### src/rtl/tw_pkg.sv
// Package: shared types for the shared-prescaler timer/watchdog block.
// Assumes the mode word is six bits; field order matches the bit positions
// that software writes.
package tw_pkg;
    localparam int TW_RATE_W = 3;

    typedef struct packed {
        logic                 src_ext;   // bit 5: 1 = external pin
        logic                 edge_fall; // bit 4: 1 = falling edges
        logic                 psc_wdt;   // bit 3: 1 = prescaler on watchdog
        logic [TW_RATE_W-1:0] rate;      // bits 2:0: prescale code
    } tw_mode_t;

    localparam tw_mode_t TW_MODE_RST = '{src_ext: 1'b1, edge_fall: 1'b1,
                                         psc_wdt: 1'b1, rate: '1};
endpackage

### src/rtl/tw_edge_sync.sv
// Module: tw_edge_sync
// Brings an asynchronous pin into the clock domain through STAGES flops,
// then flags one selected edge (rising or falling) per transition.
// Assumes STAGES >= 2 and that the pin is slower than half the clock.
module tw_edge_sync #(
    parameter int STAGES = 2
) (
    input  logic clk,
    input  logic rst_n,
    input  logic pin,
    input  logic fall_sel,
    output logic edge_evt
);
    logic [STAGES-1:0] stg;
    logic              prev;
    logic              rise, fall;

    // Shift the pin through the synchronizer chain.
    always_ff @(posedge clk) begin
        if (!rst_n) stg <= '0;
        else        stg <= {stg[STAGES-2:0], pin};
    end

    // Remember the last synchronized level for edge detection.
    always_ff @(posedge clk) begin
        if (!rst_n) prev <= 1'b0;
        else        prev <= stg[STAGES-1];
    end

    // Choose the edge polarity requested by the mode word.
    always_comb begin
        rise     = stg[STAGES-1] & ~prev;
        fall     = ~stg[STAGES-1] & prev;
        edge_evt = fall_sel ? fall : rise;
    end

    // the same polarity cannot be flagged on two clocks in a row.
    a_r4_edge_spacing: assert property (@(posedge clk) disable iff (!rst_n)
        edge_evt |=> (!edge_evt || fall_sel != $past(fall_sel)));
endmodule

### src/rtl/tw_prescaler.sv
// Module: tw_prescaler
// Power-of-two event divider. It passes one event in every 2^n inputs for
// the watchdog and one in every 2^(n+1) inputs for the timer.
// Assumes CNT_W >= 2**RATE_W so that the longest ratio fits in the counter.
module tw_prescaler #(
    parameter int CNT_W  = 8,
    parameter int RATE_W = 3
) (
    input  logic              clk,
    input  logic              rst_n,
    input  logic              evt,
    input  logic              clr,
    input  logic [RATE_W-1:0] rate,
    input  logic              for_wdt,
    output logic              out_evt
);
    localparam int SHIFT_W = RATE_W + 1;

    logic [CNT_W-1:0]   cnt;
    logic [CNT_W-1:0]   mask;
    logic [SHIFT_W-1:0] shift;
    logic [CNT_W-1:0]   ones;

    // Build the terminal-count mask from the code and the current owner.
    always_comb begin
        ones    = '1;
        shift   = {1'b0, rate} + SHIFT_W'(!for_wdt);
        mask    = ~(ones << shift);
        out_evt = evt & ~clr & ((cnt & mask) == mask);
    end

    // Count input events; a clear wins over counting.
    always_ff @(posedge clk) begin
        if (!rst_n)   cnt <= '0;
        else if (clr) cnt <= '0;
        else if (evt) cnt <= cnt + 1'b1;
    end

    // a clear leaves the count at zero.
    a_r10_psc_clear: assert property (@(posedge clk) disable iff (!rst_n)
        clr |=> (cnt == '0));
    // code 0 on the watchdog passes every event through.
    a_r6_wdt_unity: assert property (@(posedge clk) disable iff (!rst_n)
        (for_wdt && rate == '0 && evt && !clr) |-> out_evt);
endmodule

### src/rtl/tw_wdog.sv
// Module: tw_wdog
// Watchdog step counter. On the PERIOD-th step it sends a registered
// one-cycle pulse and starts over. A clear restarts it at once.
// Assumes PERIOD >= 2.
module tw_wdog #(
    parameter int PERIOD = 16
) (
    input  logic clk,
    input  logic rst_n,
    input  logic evt,
    input  logic clr,
    output logic timeout
);
    localparam int W = (PERIOD > 2) ? $clog2(PERIOD) : 1;
    localparam logic [W-1:0] LAST = W'(PERIOD - 1);

    logic [W-1:0] cnt;
    logic         at_last;

    // Detect the final step of a period.
    always_comb at_last = (cnt == LAST);

    // Advance, wrap, or clear the step count.
    always_ff @(posedge clk) begin
        if (!rst_n)             cnt <= '0;
        else if (clr)           cnt <= '0;
        else if (evt && at_last) cnt <= '0;
        else if (evt)           cnt <= cnt + 1'b1;
    end

    // Register the time-out pulse.
    always_ff @(posedge clk) begin
        if (!rst_n) timeout <= 1'b0;
        else        timeout <= evt & at_last & ~clr;
    end

    // the time-out never lasts two cycles.
    a_r8_single_pulse: assert property (@(posedge clk) disable iff (!rst_n)
        timeout |=> !timeout);
    // a clear restarts the count and suppresses the pulse.
    a_r9_clear_restarts: assert property (@(posedge clk) disable iff (!rst_n)
        clr |=> (cnt == '0 && !timeout));
endmodule

### src/rtl/tmr_wdt_unit.sv
// Module: tmr_wdt_unit (top)
// Timer/counter and watchdog sharing one prescaler. Holds the mode word,
// routes source events and prescaler output to one owner, and keeps the
// timer register. Assumes cyc_en, wdt_tick and the strobes are synchronous
// to clk; ext_clk may be asynchronous.
module tmr_wdt_unit
    import tw_pkg::*;
#(
    parameter int TMR_W       = 8,
    parameter int PSC_W       = 8,
    parameter int SYNC_STAGES = 2,
    parameter int WDT_PERIOD  = 16
) (
    input  logic             clk,
    input  logic             rst_n,
    input  logic             cyc_en,
    input  logic             sleep,
    input  logic             ext_clk,
    input  logic             wdt_tick,
    input  logic             wdt_clr,
    input  logic             mode_we,
    input  logic [5:0]       mode_wdata,
    input  logic             tmr_we,
    input  logic [TMR_W-1:0] tmr_wdata,
    output logic [TMR_W-1:0] tmr_q,
    output logic             wdt_timeout
);
    tw_mode_t mode_q;
    logic     ext_evt, src_evt, psc_in, psc_clr, psc_out;
    logic     tmr_inc, wdt_evt;

    // Hold the write-only mode word.
    always_ff @(posedge clk) begin
        if (!rst_n)       mode_q <= TW_MODE_RST;
        else if (mode_we) mode_q <= tw_mode_t'(mode_wdata);
    end

    tw_edge_sync #(.STAGES(SYNC_STAGES)) u_sync (
        .clk(clk), .rst_n(rst_n), .pin(ext_clk),
        .fall_sel(mode_q.edge_fall), .edge_evt(ext_evt)
    );

    // Pick the timer source and feed the prescaler from its owner.
    always_comb begin
        src_evt = mode_q.src_ext ? ext_evt : (cyc_en & ~sleep);
        psc_in  = mode_q.psc_wdt ? wdt_tick : src_evt;
        psc_clr = mode_we | (tmr_we & ~mode_q.psc_wdt) | (wdt_clr & mode_q.psc_wdt);
    end

    tw_prescaler #(.CNT_W(PSC_W), .RATE_W(TW_RATE_W)) u_psc (
        .clk(clk), .rst_n(rst_n), .evt(psc_in), .clr(psc_clr),
        .rate(mode_q.rate), .for_wdt(mode_q.psc_wdt), .out_evt(psc_out)
    );

    // Route the prescaler output to exactly one counter.
    always_comb begin
        tmr_inc = mode_q.psc_wdt ? src_evt : psc_out;
        wdt_evt = mode_q.psc_wdt ? psc_out : wdt_tick;
    end

    // Load or advance the timer; a load wins.
    always_ff @(posedge clk) begin
        if (!rst_n)       tmr_q <= '0;
        else if (tmr_we)  tmr_q <= tmr_wdata;
        else if (tmr_inc) tmr_q <= tmr_q + 1'b1;
    end

    tw_wdog #(.PERIOD(WDT_PERIOD)) u_wdog (
        .clk(clk), .rst_n(rst_n), .evt(wdt_evt), .clr(wdt_clr),
        .timeout(wdt_timeout)
    );

    // a write lands in the timer on the next cycle.
    a_r7_write_loads: assert property (@(posedge clk) disable iff (!rst_n)
        tmr_we |=> (tmr_q == $past(tmr_wdata)));
    // without a write the timer holds or steps by one, wrapping.
    a_r3_step_one: assert property (@(posedge clk) disable iff (!rst_n)
        !tmr_we |=> (tmr_q == $past(tmr_q) || tmr_q == $past(tmr_q) + 1'b1));
    // with the prescaler on the watchdog, only raw source events move the timer.
    a_r11_exclusive: assert property (@(posedge clk) disable iff (!rst_n)
        (mode_q.psc_wdt && !src_evt && !tmr_we) |=> $stable(tmr_q));
    // sleep stops internal-source counting.
    a_r3_sleep_hold: assert property (@(posedge clk) disable iff (!rst_n)
        (!mode_q.src_ext && mode_q.psc_wdt && sleep && !tmr_we) |=> $stable(tmr_q));
endmodule

### config.mk
export PLATFORM = sky130hd
export DESIGN_NAME = tmr_wdt_unit
export DESIGN_NICKNAME = d
export VERILOG_FILES = /design/src/rtl/tw_pkg.sv /design/src/rtl/tw_edge_sync.sv /design/src/rtl/tw_prescaler.sv /design/src/rtl/tw_wdog.sv /design/src/rtl/tmr_wdt_unit.sv
export SDC_FILE = /design/constraint.sdc
export NUM_CORES = 1
export LEC_CHECK = 0
export CORE_MARGIN = 3
export CORE_UTILIZATION = 45
export CTS_CLUSTER_SIZE = 24
export DETAILED_ROUTE_END_ITERATION = 10
export PLACE_DENSITY = 0.79
export SYNTH_ARGS = -nofsm -noshare
export SYNTH_HDL_FRONTEND = slang
export SYNTH_SLANG_ARGS = --single-unit
### constraint.sdc
create_clock -name clk -period 2.55 [get_ports clk]
set_input_delay 0.51 -clock clk [delete_from_list [all_inputs] [get_ports clk]]
set_output_delay 0.51 -clock clk [all_outputs]
set_load 0.1 [all_outputs]
==> After elaboration in Yosys (flattened, before gate mapping) <==
Cells that the tools add are included.
{ "classes": {"add_sub_neg": 4, "n_eq_ne": 2, "shift": 1, "n_mux": 7, "bitwise": 20, "n_reduce_logical": 5} }
{ "op_table": {"columns": ["op", "n"], "rows": [
  ["$add 8x1->8 const B", 2],
  ["$mux 8", 2],
  ["$and 1x1->1", 9],
  ["$and 8x8->8", 1],
  ["$eq 8x8->1", 1],
  ["$not 8->8", 1],
  ["$shl 8x4->8 const A", 1],
  ["$not 1->1", 7],
  ["$mux 1", 5],
  ["$add 3x1->4", 1],
  ["$add 4x1->4 const B", 1],
  ["$eq 4x4->1 const B", 1],
  ["$reduce_or 3->1", 1],
  ["$or 1x1->1", 2],
  ["$reduce_bool 2->1", 1],
  ["$reduce_or 2->1", 1],
  ["$logic_and 1x1->1", 1],
  ["$logic_not 1->1", 1]
]} }
{ "totals": {"register_bits": 30, "input_bits": 23, "output_inout_bits": 9} }

==> Logic depth before layout (Yosys ltp) <==
Gate-level depths: netlist (run 1).
{ "logic_depth": {"depth_word": 10, "depth_mapped": 10, "ltp_nobuf": 9} }

==> Hierarchy <==
Synthesis (run 1) repeated with hierarchy kept, for this count alone.
{ "unflattened": {"cells_unflattened": 169, "hier_area_um2": 1490.2} }
{ "modules_own_cells": {"columns": ["module", "instances", "cells_each", "area_per_inst_um2", "seq_area_each_um2"], "rows": [
  ["tmr_wdt_unit", 1, 81, 710.7, 280.3],
  ["tw_prescaler", 1, 59, 479.2, 160.2],
  ["tw_wdog", 1, 20, 198.9, 100.1],
  ["tw_edge_sync", 1, 9, 101.3, 60.1]
]} }

==> Worst setup path before layout (run 1) <==
Ideal clock, no wire load.
{ "synth_path": {"path_type": "reg-to-reg", "from": "register mode_q[3] (netlist bit)", "to": "register u_wdog.cnt[3]", "setup_ps": 70, "t_arrival_ps": 2517, "t_required_ps": 2480, "setup_slack_ps": -37, "path_stages_with_launch": 9, "path_buffers": 0, "synth_period_minus_slack_ps": 2587, "cell_sequence": "dfxtp_1 > inv_1 > ha_1 > ha_1 > or4_4 > o211ai_2 > o311ai_4 > or4_1 > a21oi_1"} }
{ "synth_via": {"elab_chain_len": 10, "elab_cells_between_ends": 18, "classes_between": "add/sub (1); eq/ne (1); shift (1); mux (2); bitwise (10); reduce/logical (3)"} }
{ "synth_lines": {"columns": ["item", "line", "source"], "rows": [
  ["from (decl)", "tmr_wdt_unit.sv:28", "tw_mode_t mode_q;"],
  ["from (signal assigned)", "tmr_wdt_unit.sv:35", "else if (mode_we) mode_q <= tw_mode_t'(mode_wdata);"],
  ["$logic_not 1->1 / $not 1->1 (equally long branches)", "tw_prescaler.sv:27, tmr_wdt_unit.sv:47", null],
  ["$add 3x1->4 / $and 1x1->1 (equally long branches)", "tw_prescaler.sv:27, tmr_wdt_unit.sv:47", null],
  ["$shl 8x4->8 / $or 1x1->1 (equally long branches)", "tw_prescaler.sv:28, tmr_wdt_unit.sv:47", null],
  ["$not 8->8 / $or 1x1->1 (equally long branches)", "tw_prescaler.sv:28, tmr_wdt_unit.sv:47", null],
  ["$and 8x8->8 / $not 1->1 (equally long branches)", "tw_prescaler.sv:29", "out_evt = evt & ~clr & ((cnt & mask) == mask);"],
  ["$eq 8x8->1 / $and 1x1->1 (equally long branches)", "tw_prescaler.sv:29", null],
  ["$and 1x1->1", "tw_prescaler.sv:29", null],
  ["$mux 1 *", "tmr_wdt_unit.sv:58", "wdt_evt = mode_q.psc_wdt ? psc_out : wdt_tick;"],
  ["$logic_and 1x1->1", "tw_wdog.sv:27", "else if (evt && at_last) cnt <= '0;"],
  ["$reduce_or 3->1 (no line)", null, null],
  ["to (signal assigned)", "tw_wdog.sv:28", "else if (evt) cnt <= cnt + 1'b1;"],
  ["to (decl)", "tw_wdog.sv:17", "logic [W-1:0] cnt;"]
]} }
Every way passes the cells marked *; elsewhere a longest branch is shown, timed or not.
A chain may end at the register's enable or synchronous reset.

==> Worst setup path after layout (run 1) <==
{ "layout_path": {"from": "input port tmr_we", "to": "register u_wdog.cnt[3]"} }
{ "layout_via": {"elab_chain_len": 9} }
{ "layout_lines": {"columns": ["item", "line", "source"], "rows": [
  ["from (decl)", "tmr_wdt_unit.sv:23", "input logic tmr_we,"],
  ["$and 1x1->1 *", "tmr_wdt_unit.sv:47", "psc_clr = mode_we | (tmr_we & ~mode_q.psc_wdt) | (wdt_clr & mode_q.psc_wdt);"],
  ["$or 1x1->1 * (2 in series)", "tmr_wdt_unit.sv:47", null],
  ["$not 1->1 *", "tw_prescaler.sv:29", null],
  ["$and 1x1->1 * (2 in series)", "tw_prescaler.sv:29", null],
  ["$mux 1 *", "tmr_wdt_unit.sv:58", null],
  ["$logic_and 1x1->1", "tw_wdog.sv:27", null],
  ["$reduce_or 3->1 (no line)", null, null]
]} }
Marks and branches as above.

==> results.toml, run 1 <==
[cts]
clk_pin_slew_ps = 90
cts_sinks = 30
ctsHoldBuffers = 0
cts_tree = "built"
cts.path.max_buffers = 2
cts_htree_levels = 2
numCtsBuffers = 5
clock_latency_ps = 340
root_buffer = "clkbuf_4"

[setup_path]
cp.arrival_ps = 2770
required_ps = 2820
path_cells = "clkdlybuf4s50_1 > mux2_4 > or4_4 > o211ai_2 > o311ai_4 > or4_4 > a21oi_2"
end_kind = "flip-flop"
cpMostUsedCell = "or4_4"
crit_type = "in -> reg"
cp_slowest_stage_delay_ps = 500
start_kind = "primary input"
crit_fanout = 3
reg2reg_from = "mode_q[3]$_SDFFE_PN1P_"
r2r_end = "u_wdog.cnt[3]$_SDFFE_PP0P_"
r2r_cells = 8
rrSetupSlack_ps = 90
cp_slowest_cell = "or4_4"

[detailed_routing]
wire_per_inst_um = 13.7
drc = 0
vias = 1482
viasPerCell = 5.51
first_pass_iters = 4
drt_wl_total_um = 3680
drt_iter0_drc = 45
ant_nets = 0

[synth]
synth_simple_gate_area_share_pct = 23.5
synthAdderAreaFrac_pct = 4.10
synthCells = 175
yosys_warnings = 0
yosysSeqAreaShare_pct = 39.3
syn_area_per_cell_um2 = 8.73
ys_ff_latch = 30
synth_cell_types = 39
netlist.area_leader.share_pct = 39.3
synth_top_family_by_area = "simple AND/OR/NAND/NOR gates"
synthFlopType = "dfxtp_1"
synthMuxAreaShare_pct = 6.22
synth-edff-count = 0
async_flop_share_pct = 0
synthesis.nets = 203
netlist_area_um2 = 1530
post-synth-top-area-cell = "dfxtp_1"
synth_compound_area_share_pct = 18.5
synthTopCellsByArea = "dfxtp_1 39%, mux2i_1 5.2%, o21ai_0 4.9%"
synthXorXnorAreaFrac_pct = 4.59

[finish]
instances_no_fill = 269
syn_to_final_growth_pct = 36.4
final_common_cell = "dfxtp_1"
nNetsFinal = 252
drive_gt1_share_pct = 20.9
diodes = 0
layout_common_cells = "29 x dfxtp_1, 25 x buf_4, 22 x clkdlybuf4s50_1"

[die]
dieWidth_um = 64.3
die_y_um = 64.3
dieArea_um2 = 4130
rows = 20
start_util_pct = 48.5
io_pins = 32
core_area_um2 = 3150

[timing]
finalCritPeriodShare_pct = 98.0
finalWorstSetupSlack_ps = 50.3
tns_ps = 0
relSlewSlack_pct = 74.3
final-hold-violation-count = 0
maxClockFrequency_ghz = 0.400
tightest_slew_ps = 385
fin_skew_ps = 14.8
hold_ws_ps = 462
maxSlewViolCount = 0
finalSetupViolCount = 0
layout_min_cycle_time_ps = 2500

[placed_design]
hpwlAfterDp_um = 2600
place.gp.congestion = 0.837
placed_cells = 260
io_buffer_count = 31
dp_slack_ps = -350

[grt]
grt_pass1_wl_um = 6010
grt_pass1_vias = 1438
antenna_found_initial = 0
grt_overflow = 0
grt_usage_pct = 18.4
grt_max_degree = 19

[hold_path]
min-delay-start = "u_sync.stg[0]$_SDFF_PN0_"
worstHoldPathCells = 1
hold_end = "u_sync.stg[1]$_SDFF_PN0_"
worstHoldPathType = "reg -> reg"

[run_status]
outcome = "finished clean"

[power]
peakVddDrop_uv = 290
power.density_nw_per_um2 = 509
leakagePower_uw = 0.000801

[run]
maxCapViolCount = 0
through the flow:
| stage | cell area [um^2] | power [uW] | utilization (%) |
|---|---|---|---|
| after floorplan | 1530 | 667 | - |
| after global placement | 1960 | 747 | 62.0 |
| after detailed placement | 1960 | 754 | 62.0 |
| after CTS | 2050 | 1060 | 64.9 |
| after global routing | 2080 | 1110 | 66.1 |
| final | 2080 | 1060 | 66.1 |
Yosys cell counts, types with 2 or more instances:
cell,instances
o21ai_0,15
nor2_1,14
inv_1,8
nand2b_1,2
ha_1,5
nand2_1,18
a21boi_0,3
nor3b_1,2
or3_1,4
o211ai_2,2
and2_1,4
nand4_1,5
a21oi_1,8
xor2_1,7
buf_4,2
clkbuf_1,2
nand3_1,7
or4_1,3
o31ai_1,3
a31oi_1,6
dfxtp_1,30
mux2i_1,8
layer usage:
layer / global-route usage (%) / vias to the layer above / wire length, um
met5: 0 / - / 0
met4: 8.97 / 0 / 59
met3: 5.10 / 7 / 201
met2: 32.0 / 39 / 1870
met1: 20.5 / 702 / 1550
li1: - / 734 / -
cell families (layout without fill, tap and decap cells):
kind of cell,Yosys count,in the layout
AOI/OAI and AO/OA,42,42
xor gates and xnor gates,8,8
adders and majority gates,5,5
buffers and inverters,13,63
DFF,30,30
muxes,9,9
and+or+nand+nor,68,68
what timing repair did:
action                     in CTS  in global routing
hold endpoints to repair        0                  0
pin swaps                       2                  2
gates resized for setup         3                  8
setup buffers                   0                  1
setup endpoints to repair       7                  9
worst max path at each step:
stage	start	endpoint	slack, ps	cells after the start
2_1_floorplan	mode_q[3]$_SDFFE_PN1P_	u_wdog.cnt[3]$_SDFFE_PP0P_	9	8
6_report	tmr_we	u_wdog.cnt[3]$_SDFFE_PP0P_	50	7
5_1_grt	tmr_we	u_wdog.cnt[3]$_SDFFE_PP0P_	-20	8
4_1_cts	mode_q[3]$_SDFFE_PN1P_	u_wdog.cnt[3]$_SDFFE_PP0P_	10	9
3_5_place_dp	tmr_we	tmr_q[4]$_SDFFE_PN0P_	-350	8
3_3_place_gp	tmr_we	tmr_q[6]$_SDFFE_PN0P_	-260	7
state kept, by name, indices dropped and copies added, names as in the netlist:
register	flops
tmr_q	8
u_psc.cnt	8
mode_q	6
u_wdog.cnt	4
u_sync.stg	2
u_sync.prev	1
u_wdog.timeout	1
cell type report:
class	count	area, um^2
Tap cell	44	55.1
Fill cell	288	1070
Sequential cell	30	602
Multi-Input combinational cell	132	928
Clock inverter	1	5.00
Inverter	8	30.0
Clock buffer	7	55.1
Timing Repair Buffer	47	408
report_power, final:
part,internal (uW),leakage (uW),switching (uW)
Sequential,488,0.000246,18.9
Combinational,101,0.000520,152
Clock,133,0.0000353,166
critical path, delay by kind of cell:
kind | cells | cell delay, ps
AO/OA/AOI/OAI | 3 | 540
buffers and inverters | 1 | 460
multiplexers | 1 | 300
AND/OR/NAND/NOR | 2 | 960
(Power assumes the default switching activity.)
==> inputs of run 2 (changes only) <==
--- a/config.mk
+++ b/config.mk
@@ -10,6 +10,8 @@
 export CTS_CLUSTER_SIZE = 24
 export DETAILED_ROUTE_END_ITERATION = 10
 export PLACE_DENSITY = 0.79
+export SKIP_CTS_REPAIR_TIMING = 1
 export SYNTH_ARGS = -nofsm -noshare
 export SYNTH_HDL_FRONTEND = slang
 export SYNTH_SLANG_ARGS = --single-unit
+export TNS_END_PERCENT = 20
==> results.toml, run 2 (synthesis results as in run 1) <==
[run_status]
outcome = "finished clean"

[die]
io_pins = 32
die_y_um = 64.3
dieArea_um2 = 4130
dieWidth_um = 64.3
start_util_pct = 48.5
core_area_um2 = 3150
rows = 20

[timing]
rsz0062_at_grt = "false"
layout_min_cycle_time_ps = 2460
tightest_slew_ps = 392
final-hold-violation-count = 0
finalCritPeriodShare_pct = 96.4
hold_ws_ps = 461
fin_skew_ps = 11.9
maxSlewViolCount = 0
finalSetupViolCount = 0
maxClockFrequency_ghz = 0.407
relSlewSlack_pct = 73.9

[hold_path]
worstHoldPathType = "reg -> reg"

[finish]
final_common_cell = "dfxtp_1"
reg_top3 = "tmr_q: 8 flops, u_psc.cnt: 8 flops, mode_q: 6 flops"
instances_no_fill = 269
diodes = 0
num-fill-cells = 296
final_core_util_pct = 65.8
nNetsFinal = 252
syn_to_final_growth_pct = 35.8
drive_gt1_share_pct = 20.9
layout_common_cells = "29 x dfxtp_1, 25 x buf_4, 21 x clkdlybuf4s50_1"

[cts]
clk_pin_slew_ps = 100
cts_sinks = 30
root_buffer = "clkbuf_4"
cts.path.max_buffers = 2
clock_latency_ps = 340
cts_htree_levels = 2
cts_tree = "built"
numCtsBuffers = 5

[placed_design]
place.gp.congestion = 0.837
io_buffer_count = 31
hpwlAfterDp_um = 2600
placed_cells = 260

[setup_path]
crit_fanout = 5
crit_type = "reg -> reg"
required_ps = 2830
end_kind = "flip-flop"
cp.arrival_ps = 2730
start_kind = "flip-flop"

[detailed_routing]
drt_wl_total_um = 3520
wire_per_inst_um = 13.1
vias = 1461
wl_met3_um = 184
ant_nets = 0
m1WireLength_um = 1520
met2_wirelength_um = 1750
top_layer = "met4"
viasPerCell = 5.43
first_pass_iters = 4
drt_iter0_drc = 50
drc = 0

[run]
maxCapViolCount = 0

[grt]
antenna_found_initial = 0
grt_overflow = 0
grt_pass1_wl_um = 5890
grt_max_degree = 19
grt_usage_pct = 18.0
grt_pass1_vias = 1424

[power]
peakVddDrop_uv = 287
power.density_nw_per_um2 = 508
leakagePower_uw = 0.000808
-- run 2: changes by cell type in the layout (fill, tap and decap cells not counted) --
cell             delta
or3b_2              +1
o211ai_2            +1
clkdlybuf4s50_1     -1
or3b_4              -1
o211ai_4            -1
dlymetal6s2s_1      +1
-- run 2: path summary, 6_finish.rpt --
kind,from,to,slack (ps),cells past startpoint
worst max-delay path,mode_q[3]$_SDFFE_PN1P_,tmr_q[6]$_SDFFE_PN0P_,90,8
worst min-delay path,u_sync.stg[0]$_SDFF_PN0_,u_sync.stg[1]$_SDFF_PN0_,460,1
worst max register to register,mode_q[3]$_SDFFE_PN1P_,tmr_q[6]$_SDFFE_PN0P_,90,8
worst min register to register,u_sync.stg[0]$_SDFF_PN0_,u_sync.stg[1]$_SDFF_PN0_,460,1
-- run 2: power by group --
group          internal (uW)  total, uW  leakage [uW]  switching (uW)
Sequential               488        506      0.000246            18.8
Combinational           99.6        248      0.000527             149
Clock                    133        298     0.0000353             165
Total                    721       1050      0.000808             332
-- run 2: metal layers --
metal	up-vias	GRT usage [%]
met4	0	8.97
met2	39	31.4
met3	7	5.10
met1	682	19.8
met5	-	0
li1	733	-
-- run 2: worst max-delay path: stages, from the launching register on --
cell	delay, ps
dfxtp_2	330
inv_2	60
ha_2	210
ha_4	220
or4_4	520
o211ai_2	230
o311ai_4	160
or4_1	520
a31oi_1	160
-- run 2: layout make-up --
class                           instances  area (um^2)  area share [%]
Tap cell                               44         55.1            2.65
Sequential cell                        30          602            29.0
Timing Repair Buffer                   47          410            19.8
Clock inverter                          1         5.00           0.241
Clock buffer                            7         55.1            2.65
Multi-Input combinational cell        132          917            44.2
Inverter                                8         30.0            1.45
-- run 2: through the flow --
step	TNS (ps)	instance area [um^2]	total power, uW	setup WS, ps
finish	0	2070	1050	92.9
global route	0	2070	1100	6.43
global placement	-1850	1960	747	-261
floorplan	0	1530	667	8.95
detailed placement	-2660	1960	754	-350
CTS	-531	2020	1050	-129
